===== config.mk =====
export PLATFORM = sky130hd
export DESIGN_NAME = loc_arbiter
export DESIGN_NICKNAME = d
export VERILOG_FILES = /design/src/rtl/loc_arb_pkg.sv /design/src/rtl/loc_decode.sv /design/src/rtl/loc_grant.sv /design/src/rtl/loc_readmux.sv /design/src/rtl/loc_arbiter.sv
export SDC_FILE = /design/constraint.sdc
export NUM_CORES = 1
export LEC_CHECK = 0
export BUFFER_PORTS_ARGS = -buffer_cell sky130_fd_sc_hd__buf_2
export CORE_AREA = 3 3 49 51
export CTS_CLUSTER_SIZE = 24
export DETAILED_ROUTE_END_ITERATION = 8
export DIE_AREA = 0 0 52 54
export PLACE_DENSITY = 0.78
export SLEW_MARGIN = 30
export SYNTH_ARGS = -nofsm -noshare
export SYNTH_HDL_FRONTEND = slang
export SYNTH_SLANG_ARGS = --single-unit

===== constraint.sdc =====
create_clock -name clk -period 1.5 [get_ports clk]
set_input_delay 0.075 -clock clk [delete_from_list [all_inputs] [get_ports clk]]
set_output_delay 0.075 -clock clk [all_outputs]
set_load 0.05 [all_outputs]

===== src/rtl/loc_arb_pkg.sv =====
package loc_arb_pkg;
  localparam int REG_W      = 8;
  localparam int BIT_VALID  = 7;
  localparam int BIT_ACTIVE = 5;
  localparam int BIT_PEND   = 2;
  localparam int BIT_REQ    = 1;
endpackage


===== src/rtl/loc_decode.sv =====
module loc_decode #(
  parameter int NUM_LOC = 5,
  parameter int OFS_W   = 12,
  localparam int LOC_W  = $clog2(NUM_LOC),
  localparam int ADDR_W = LOC_W + OFS_W
) (
  input  logic [ADDR_W-1:0]  addr,
  input  logic               we,
  input  logic               ready,
  output logic [NUM_LOC-1:0] sel,
  output logic [NUM_LOC-1:0] wr_hit
);
  logic [LOC_W-1:0] loc_field;
  logic             ofs_zero;

  assign loc_field = addr[ADDR_W-1:OFS_W];
  assign ofs_zero  = (addr[OFS_W-1:0] == '0);

  for (genvar i = 0; i < NUM_LOC; i++) begin : g_win
    assign sel[i]    = ofs_zero && (loc_field == LOC_W'(i));
    assign wr_hit[i] = sel[i] && we && ready;
  end
endmodule


===== src/rtl/loc_grant.sv =====
module loc_grant #(
  parameter int NUM_LOC = 5,
  localparam int LOC_W  = $clog2(NUM_LOC)
) (
  input  logic               clk,
  input  logic               arst_n,
  input  logic [NUM_LOC-1:0] wr_hit,
  input  logic               wd_req,
  input  logic               wd_rel,
  output logic               own_v_q,
  output logic [LOC_W-1:0]   own_id_q,
  output logic [NUM_LOC-1:0] own_mask,
  output logic [NUM_LOC-1:0] req_q,
  output logic               chg_q
);
  logic               own_v_n;
  logic [LOC_W-1:0]   own_id_n;
  logic [NUM_LOC-1:0] req_n;
  logic               chg_n;
  logic               rel_hit;
  logic               grant;
  logic [LOC_W-1:0]   gid;
  logic [NUM_LOC-1:0] gmask;
  logic [NUM_LOC-1:0] req_set;

  for (genvar i = 0; i < NUM_LOC; i++) begin : g_mask
    assign own_mask[i] = own_v_q && (own_id_q == LOC_W'(i));
  end

  // Ascending scan: the last hit is the highest-numbered requester.
  always_comb begin
    gid = '0;
    for (int i = 0; i < NUM_LOC; i++) begin
      if (req_q[i]) gid = LOC_W'(i);
    end
  end

  always_comb begin
    rel_hit  = wd_rel && |(wr_hit & own_mask);
    req_set  = wr_hit & {NUM_LOC{wd_req}} & ~own_mask;
    grant    = !own_v_q && |req_q;
    gmask    = grant ? (NUM_LOC'(1) << gid) : '0;
    own_v_n  = own_v_q ? !rel_hit : grant;
    own_id_n = grant ? gid : own_id_q;
    req_n    = (req_q | req_set) & ~gmask;
    chg_n    = rel_hit || grant;
  end

  always_ff @(posedge clk or negedge arst_n) begin
    if (!arst_n) begin
      own_v_q  <= 1'b0;
      own_id_q <= '0;
      req_q    <= '0;
      chg_q    <= 1'b0;
    end else begin
      own_v_q  <= own_v_n;
      own_id_q <= own_id_n;
      req_q    <= req_n;
      chg_q    <= chg_n;
    end
  end
endmodule


===== src/rtl/loc_readmux.sv =====
module loc_readmux
  import loc_arb_pkg::*;
#(
  parameter int NUM_LOC = 5
) (
  input  logic [NUM_LOC-1:0] sel,
  input  logic               ready,
  input  logic [NUM_LOC-1:0] own_mask,
  input  logic [NUM_LOC-1:0] req_q,
  output logic [REG_W-1:0]   rdata
);
  logic [REG_W-1:0] word [NUM_LOC];

  for (genvar i = 0; i < NUM_LOC; i++) begin : g_word
    always_comb begin
      word[i]             = '0;
      word[i][BIT_VALID]  = ready;
      word[i][BIT_ACTIVE] = own_mask[i];
      word[i][BIT_PEND]   = |(req_q & ~(NUM_LOC'(1) << i));
      word[i][BIT_REQ]    = req_q[i];
    end
  end

  always_comb begin
    rdata = '0;
    for (int i = 0; i < NUM_LOC; i++) begin
      if (sel[i]) rdata = rdata | word[i];
    end
  end
endmodule


===== src/rtl/loc_arbiter.sv =====
module loc_arbiter
  import loc_arb_pkg::*;
#(
  parameter int NUM_LOC = 5,
  parameter int OFS_W   = 12
) (
  input  logic                              clk,
  input  logic                              rst_n,
  input  logic                              init_done,
  input  logic                              bus_we,
  input  logic [$clog2(NUM_LOC)+OFS_W-1:0]  bus_addr,
  input  logic [7:0]                        bus_wdata,
  output logic [7:0]                        bus_rdata,
  output logic                              loc_change
);
  localparam int LOC_W = $clog2(NUM_LOC);

  logic [1:0]         rst_pipe;
  logic               arst_n;
  logic               ready_q;
  logic               ready_n;
  logic [NUM_LOC-1:0] sel;
  logic [NUM_LOC-1:0] wr_hit;
  logic               own_v_q;
  logic [LOC_W-1:0]   own_id_q;
  logic [NUM_LOC-1:0] own_mask;
  logic [NUM_LOC-1:0] req_q;
  logic               unused_wd;

  assign unused_wd = ^{bus_wdata[7:6], bus_wdata[4:2], bus_wdata[0]};

  always_ff @(posedge clk or negedge rst_n) begin
    if (!rst_n) rst_pipe <= '0;
    else        rst_pipe <= {rst_pipe[0], 1'b1};
  end
  assign arst_n = rst_pipe[1];

  assign ready_n = ready_q | init_done;

  always_ff @(posedge clk or negedge arst_n) begin
    if (!arst_n) ready_q <= 1'b0;
    else         ready_q <= ready_n;
  end

  loc_decode #(.NUM_LOC(NUM_LOC), .OFS_W(OFS_W)) u_dec (
    .addr   (bus_addr),
    .we     (bus_we),
    .ready  (ready_q),
    .sel    (sel),
    .wr_hit (wr_hit)
  );

  loc_grant #(.NUM_LOC(NUM_LOC)) u_grant (
    .clk      (clk),
    .arst_n   (arst_n),
    .wr_hit   (wr_hit),
    .wd_req   (bus_wdata[BIT_REQ]),
    .wd_rel   (bus_wdata[BIT_ACTIVE]),
    .own_v_q  (own_v_q),
    .own_id_q (own_id_q),
    .own_mask (own_mask),
    .req_q    (req_q),
    .chg_q    (loc_change)
  );

  loc_readmux #(.NUM_LOC(NUM_LOC)) u_rd (
    .sel      (sel),
    .ready    (ready_q),
    .own_mask (own_mask),
    .req_q    (req_q),
    .rdata    (bus_rdata)
  );
endmodule


==> results of run 1 <==
power groups by stage:
stage / Combinational [mW] / Clock (mW) / Sequential (mW)
3_3_place_gp: 0.0897 / 0 / 0.366
3_5_place_dp: 0.0934 / 0 / 0.367
2_1_floorplan: 0.0673 / 0 / 0.364
6_report: 0.103 / 0.225 / 0.359
5_1_grt: 0.112 / 0.246 / 0.360
4_1_cts: 0.100 / 0.228 / 0.360
metrics by stage:
| stage | total power [mW] | cells |
|---|---|---|
| 6_report | 0.687 | 162 |
| 3_5_place_dp | 0.460 | 150 |
| 2_1_floorplan | 0.432 | 103 |
| 5_1_grt | 0.718 | 162 |
| 4_1_cts | 0.688 | 158 |
| 3_3_place_gp | 0.456 | 150 |
cells by family (layout without fill, tap and decap cells):
| family | Yosys count | in the layout |
|---|---|---|
| compound gates | 24 | 24 |
| flops | 13 | 13 |
| xor+xnor | 2 | 2 |
| buf+inv | 14 | 46 |
| mux | 4 | 4 |
| other cells | 2 | 5 |
| simple gates | 41 | 41 |
sequential cells by signal, summed over array words and instances (netlist names):
signal,count
u_grant.own_id_q,3
rst_pipe,2
u_grant.req_q,5
u_grant.chg_q,1
u_grant.own_v_q,1
ready_q,1
cell usage in the layout, fill, tap and decap left out, types with 2 or more instances in the layout:
| cell | Yosys | routed |
|---|---|---|
| buf_2 | 3 | 22 |
| buf_4 | 7 | 12 |
| o21ai_1 | 8 | 8 |
| dfrtp_2 | 0 | 8 |
| nor2_1 | 6 | 5 |
| conb_1 | 2 | 5 |
| dfrtp_1 | 13 | 5 |
| o21ai_0 | 4 | 4 |
| nand3_1 | 4 | 4 |
| nand2_1 | 4 | 4 |
| mux2i_1 | 4 | 4 |
| buf_6 | 1 | 4 |
| nor4_2 | 4 | 3 |
| clkbuf_4 | 0 | 3 |
| nand4b_1 | 2 | 2 |
| nand4_1 | 2 | 2 |
| o31ai_1 | 2 | 2 |
| xnor2_1 | 2 | 2 |
| nor3b_2 | 1 | 2 |
| and3_1 | 2 | 2 |
| nand2b_1 | 2 | 2 |
| inv_1 | 2 | 2 |
| dlygate4sd3_1 | 0 | 2 |
area by class of cell:
class	instances	area (sq um)
Fill cell	156	739
Clock buffer	3	22.5
Multi-Input combinational cell	76	573
Clock inverter	1	5.00
Timing Repair Buffer	40	265
Tap cell	27	33.8
Inverter	2	7.51
Sequential cell	13	335
worst max path at each step:
stage / from / end / slack, ps / cells past startpoint
5_1_grt: u_grant.req_q[1]$_DFF_PN0_ / bus_rdata[2] / -230 / 4
4_1_cts: u_grant.req_q[1]$_DFF_PN0_ / bus_rdata[2] / -160 / 4
6_report: u_grant.req_q[1]$_DFF_PN0_ / bus_rdata[2] / -180 / 4
2_1_floorplan: u_grant.req_q[1]$_DFF_PN0_ / bus_rdata[2] / 20 / 4
3_3_place_gp: u_grant.req_q[0]$_DFF_PN0_ / bus_rdata[2] / 80 / 4
3_5_place_dp: u_grant.req_q[0]$_DFF_PN0_ / bus_rdata[2] / 30 / 4
layer usage:
metal,wire [microns],global-route usage [%],part of all wire (%),vias up
met5,0,0,0,-
met4,21,7.42,0.84,0
met3,121,1.94,4.9,3
met2,1310,31.4,53,28
met1,1040,25.0,42,445
li1,-,-,-,438
critical path: stages (launching register included):
cell and delay (ps):
dfrtp_2 450, nor4b_2 270, a22oi_1 130, o311a_1 310, buf_6 160
repair_timing:
item,4_1_cts,5_1_grt
hold endpoints to repair,3,0
resized for setup,12,7
hold buffers,2,0
buffers inserted,2,4
setup endpoints to repair,3,3
pin swaps,6,2
==> summary.txt, run 1 <==
Synth
  • Yosys reg bits: 13
  • Largest family of logic cells by synthesized area: simple AND/OR/NAND/NOR gates
  • Post-Synth XOR/XNOR Area: 1.83%
  • Yosys cell types: 44
  • Synth top area share: 34.1%
  • Commonest cells post-synth: 13 x dfrtp_1, 8 x o21ai_1, 7 x buf_4, 6 x nor2_1
  • Syn. warnings: 0
  • Synth top area cells: dfrtp_1 34%, buf_4 5.5%, nor4_2 5.2%
  • Cell with the most instances after synthesis: dfrtp_1
  • Mux contribution to synthesized area: 4.19%
  • Area leader, netlist: dfrtp_1
  • Post-Synthesis Cell Area: 955 sq um
  • Ys async rst share: 100%
  • Post-Synth Adder-Cell Area: 0%
  • Post-Syn Instances: 100
  • EDFF count, synth: 0
  • Synth Area in Simple Gates: 31.7%
  • Mean Syn Cell Area: 9.55 sq um
  • Post-synthesis sequential area ratio: 34.1%
  • Ys flop type: dfrtp_1
  • Compound-Gate Fraction of Synth Area: 16.8%

Setup path
  • Type of origin of the critical path: flop
  • R2r setup slk: 90 ps
  • Reg2reg start: u_grant.req_q[4]$_DFF_PN0_
  • Critical path arrival: 1610 ps
  • WP data required: 1420 ps
  • Critical path class: flop to primary output
  • Worst r2r dst: u_grant.own_v_q$_DFF_PN0_
  • CP max FO: 3
  • Worst setup EP type: primary output
  • R2R depth: 4

Placement
  • Routability cong.: 0.845
  • PortBufs: 25
  • Placed cell areas: 0.00109 sq mm
  • Dpl hpwl: 1.81 mm
  • Pre-CTS setup slack: 34.1 ps

Pwr
  • Clock group share of total power: 32.7%
  • Leakage: 0.514 nW
  • Switching Fraction: 28.1%
  • Internal Power: 0.494 mW
  • PwrDens: 553 mW/mm^2
  • Net Switching: 0.193 mW
  • Part of the power in registers: 52.3%
  • Comb power frac: 15.1%
  • Peak supply drop: 0.429 mV

Clocking
  • Clock root cell: clkbuf_4
  • TritonCTS clock tree: done
  • Clock Path Buffers: 2
  • Worst-path clk slew: 80 ps
  • CTS buffer count: 3
  • CTS Sinks: 13
  • Htree depth: 1
  • Clk Latency, worst-skew pair: 280 ps

Layout
  • Layout cell share with drive strength beyond 1: 46.7%
  • Ant diodes: 0
  • Final instance area: 0.00124 sq mm
  • Nets: 163
  • Final core occ: 62.7%
  • Syn-to-layout area delta: 30.1%

Worst hold path
  • Min-Delay Endpoint: u_grant.req_q[4]$_DFF_PN0_
  • Worst Hold Launch: bus_wdata[1]
  • Depth of the worst hold-timing path: 3
  • Worst min path class: input pin to flop

Floorplan
  • Initial core utilization: 48.2%
  • Core area: 0.00198 sq mm
  • Die height: 54 microns
  • I/O pin count: 36
  • Num rows: 16
  • Die W: 52 microns
  • Area of the die: 0.00281 sq mm

Routing
  • Final ANT Viol Nets: 0
  • Vias: 914
  • WL final: 2.49 mm
  • DR pass1 iterations: 4
  • DR vias/cell: 5.64
  • DRC violations left: 0
  • DRT iter0 DRCs: 35
  • DR WL/cell: 15.3 microns

STA
  • Slew Limit Fails: 0
  • Max Clock Skew: 3.39 ps
  • Tcrit/Tclk final: 112%
  • Hold Vio Cnt, Final: 0
  • Setup TNS: -180 ps
  • Final WS setup: -180 ps
  • Min Hold Slack: 76.5 ps
  • RSZ-0062 raised after global routing: yes
  • FMAX: 0.595 GHz
  • Tmin final: 1680 ps
  • # setup viols final: 1

Outcome
  • Failing checks: negative setup slack
  • Status: complete, but fails checks

GRT
  • Initial antenna violation count: 0
  • Vias in the first global route: 858
  • Largest net degree at the start of global routing: 15
  • Global-route wire length before repair: 3.94 mm
  • All-Layer GR Usage: 18.8%
  • Total gr overflow: 0

Run
  • Max cap viols: 0
No activity file was read; power rests on OpenSTA's default activity.
==> inputs of run 2 (changes only) <==
--- a/config.mk
+++ b/config.mk
@@ -6,10 +6,12 @@
 export NUM_CORES = 1
 export LEC_CHECK = 0
 export BUFFER_PORTS_ARGS = -buffer_cell sky130_fd_sc_hd__buf_2
-export CORE_AREA = 3 3 49 51
+export CELL_PAD_IN_SITES_DETAIL_PLACEMENT = 1
+export CELL_PAD_IN_SITES_GLOBAL_PLACEMENT = 2
+export CORE_AREA = 3 3 63 65
 export CTS_CLUSTER_SIZE = 24
 export DETAILED_ROUTE_END_ITERATION = 8
-export DIE_AREA = 0 0 52 54
+export DIE_AREA = 0 0 66 68
 export PLACE_DENSITY = 0.78
 export SLEW_MARGIN = 30
 export SYNTH_ARGS = -nofsm -noshare
==> run 2 against run 1 <==
Net effect: hold slack worse by 0.64 ps; clock power hardly changed; worst setup slack worse by 100 ps; largest cell class unchanged; first-iteration DRC count is 34% lower; global-route usage is 5.4 points lower; the flow still finishes with violations (negative setup slack); power is 0.36% higher; register-to-register slack worse by 150 ps; critical path depth stayed put; final cell count is 16% higher.
==> summary.txt, run 2 (synthesis results as in run 1) <==
Placement
  • Placed cell areas: 0.00116 sq mm
  • Dpl hpwl: 2.08 mm
  • Routability cong.: 0.747
  • PortBufs: 25

Layout
  • Syn-to-layout area delta: 40.8%
  • Final instance area: 0.00134 sq mm
  • Most frequent cells in the layout: 22 x buf_2, 16 x buf_4, 8 x dfrtp_1, 7 x buf_6, 6 x o21ai_1
  • Max reg flops: 5
  • Layout cell share with drive strength beyond 1: 49.3%
  • Ant diodes: 0
  • Nets: 170
  • Largest regs: u_grant.req_q (5), u_grant.own_id_q (3), rst_pipe (2)
  • Most common cell after layout, fill and taps aside: buf_2
  • Largest register by flop count: u_grant.req_q

Setup path
  • Reg2reg start: u_grant.req_q[0]$_DFF_PN0_
  • CP Cell Sequence: a211oi_1, a22oi_1, o311a_1, buf_6
  • Buf+Inv Stages, Crit Path: 1
  • Worst path max stage delay: 450 ps
  • Type of origin of the critical path: flop
  • R2r setup slk: -60 ps
  • WP data required: 1420 ps
  • Worst setup EP type: primary output
  • Slowest CP cell: dfrtp_1
  • Critical path class: flop to primary output
  • Critical path arrival: 1710 ps
  • Worst r2r dst: u_grant.own_id_q[0]$_DFFE_PN0P_
  • CP max FO: 4
  • CP top delay family: compound AO/OA/AOI/OAI gates
  • R2R depth: 6

STA
  • FMAX: 0.561 GHz
  • Slew @ Worst Pin: 511 ps
  • Slew Limit Fails: 0
  • Hold Vio Cnt, Final: 0
  • Setup TNS: -513 ps
  • Tmin final: 1780 ps
  • Max Clock Skew: 6.29 ps
  • RSZ-0062 raised after global routing: yes
  • Tcrit/Tclk final: 119%
  • Relative slew slack: 65.9%
  • Final WS setup: -281 ps
  • # setup viols final: 5

Routing
  • DR vias/cell: 4.98
  • DRC violations left: 0
  • Final ANT Viol Nets: 0
  • DR pass1 iterations: 4
  • WL final: 2.95 mm
  • DRT iter0 DRCs: 23
  • DR WL/cell: 15.7 microns
  • Vias: 936

Pwr
  • PwrDens: 513 mW/mm^2
  • Peak supply drop: 0.261 mV
  • Overall power: 0.689 mW
  • Leakage: 0.564 nW

Floorplan
  • Initial core utilization: 28.2%
  • Die W: 66 microns
  • Num rows: 21
  • Core area: 0.00339 sq mm
  • Die height: 68 microns
  • I/O pin count: 36
  • Area of the die: 0.00449 sq mm

Clocking
  • CTS buffer count: 3
  • TritonCTS clock tree: done
  • Clk Latency, worst-skew pair: 280 ps
  • Worst-path clk slew: 90 ps
  • Clock root cell: clkbuf_4
  • Clock Path Buffers: 2
  • Htree depth: 1
  • CTS Sinks: 13

GRT
  • All-Layer GR Usage: 13.5%
  • Global-route wire length before repair: 4.73 mm
  • Total gr overflow: 0
  • Initial antenna violation count: 0
  • Largest net degree at the start of global routing: 15
  • Vias in the first global route: 966

Run
  • Max cap viols: 0

Outcome
  • Status: complete, but fails checks
  • Failing checks: negative setup slack

Worst hold path
  • Worst min path class: input pin to flop
  • Worst Hold Launch: bus_wdata[1]
  • Min-Delay Endpoint: u_grant.req_q[4]$_DFF_PN0_
  • Depth of the worst hold-timing path: 3
-- run 2: cell types whose count changed in the layout (fill, tap and decap cells not counted), moves of 2 or more --
cell     change
buf_4        +4
buf_6        +3
dfrtp_1      +3
dfrtp_2      -3
o21ai_1      -2
o21ai_2      +2
-- run 2: timing repair --
item                       4_1_cts  5_1_grt
setup buffers                    4        6
pin swaps                        5        6
setup endpoints to repair        3        8
gates resized for setup         12       12
hold endpoints to repair         3        0
hold buffers                     2        0
-- run 2: cell type report --
type	count	area [sq um]
timing repair buffer	47	329
sequential	13	332
clock buffer	4	26.3
inverter	2	7.51
multi-input combinational	76	592
tap	46	57.6
fill	400	2050
-- run 2: how the worst max path moves through the flow --
| stage | start | end | slack (ps) | cells after the start |
|---|---|---|---|---|
| after floorplan | u_grant.req_q[1]$_DFF_PN0_ | bus_rdata[2] | 20 | 4 |
| after global placement | u_grant.req_q[1]$_DFF_PN0_ | bus_rdata[2] | 50 | 4 |
| after detailed placement | u_grant.req_q[0]$_DFF_PN0_ | bus_rdata[2] | 40 | 4 |
| after CTS | u_grant.req_q[1]$_DFF_PN0_ | bus_rdata[2] | -190 | 6 |
| after global routing | u_grant.req_q[0]$_DFF_PN0_ | bus_rdata[2] | -350 | 4 |
| final | u_grant.req_q[0]$_DFF_PN0_ | bus_rdata[2] | -280 | 4 |
-- run 2: where the power goes --
group	leakage [nW]	internal, mW	switching, mW
sequential	0.136	0.353	0.00679
clock	0.0150	0.103	0.122
combinational	0.413	0.0412	0.0633
-- run 2: layer usage --
layer	routed length (microns)	up-vias	share of wire [%]	global-route usage, %
met5	0	-	0	0
met4	35	0	1.2	4.57
met3	51	4	1.7	2.13
met2	1610	17	55	23.8
met1	1250	465	42	16.7
li1	-	450	-	-
-- run 2: through the flow --
step                      util (%)  setup slack (ps)  hold slack [ps]  instances
final                         39.6              -281             75.9        188
after global routing          39.6              -347             87.2        188
after global placement        34.2              50.6             -141        175
after floorplan                  -              15.0             -221        103
after CTS                     38.0              -191             76.0        185
after detailed placement      34.2              37.4             -139        175
-- run 2: worst reg2reg max path, stage by stage (launching register included) --
cell	delay, ps
dfrtp_1	450
buf_6	150
nor4_4	280
buf_4	170
buf_4	110
a21o_1	140
mux2i_1	190
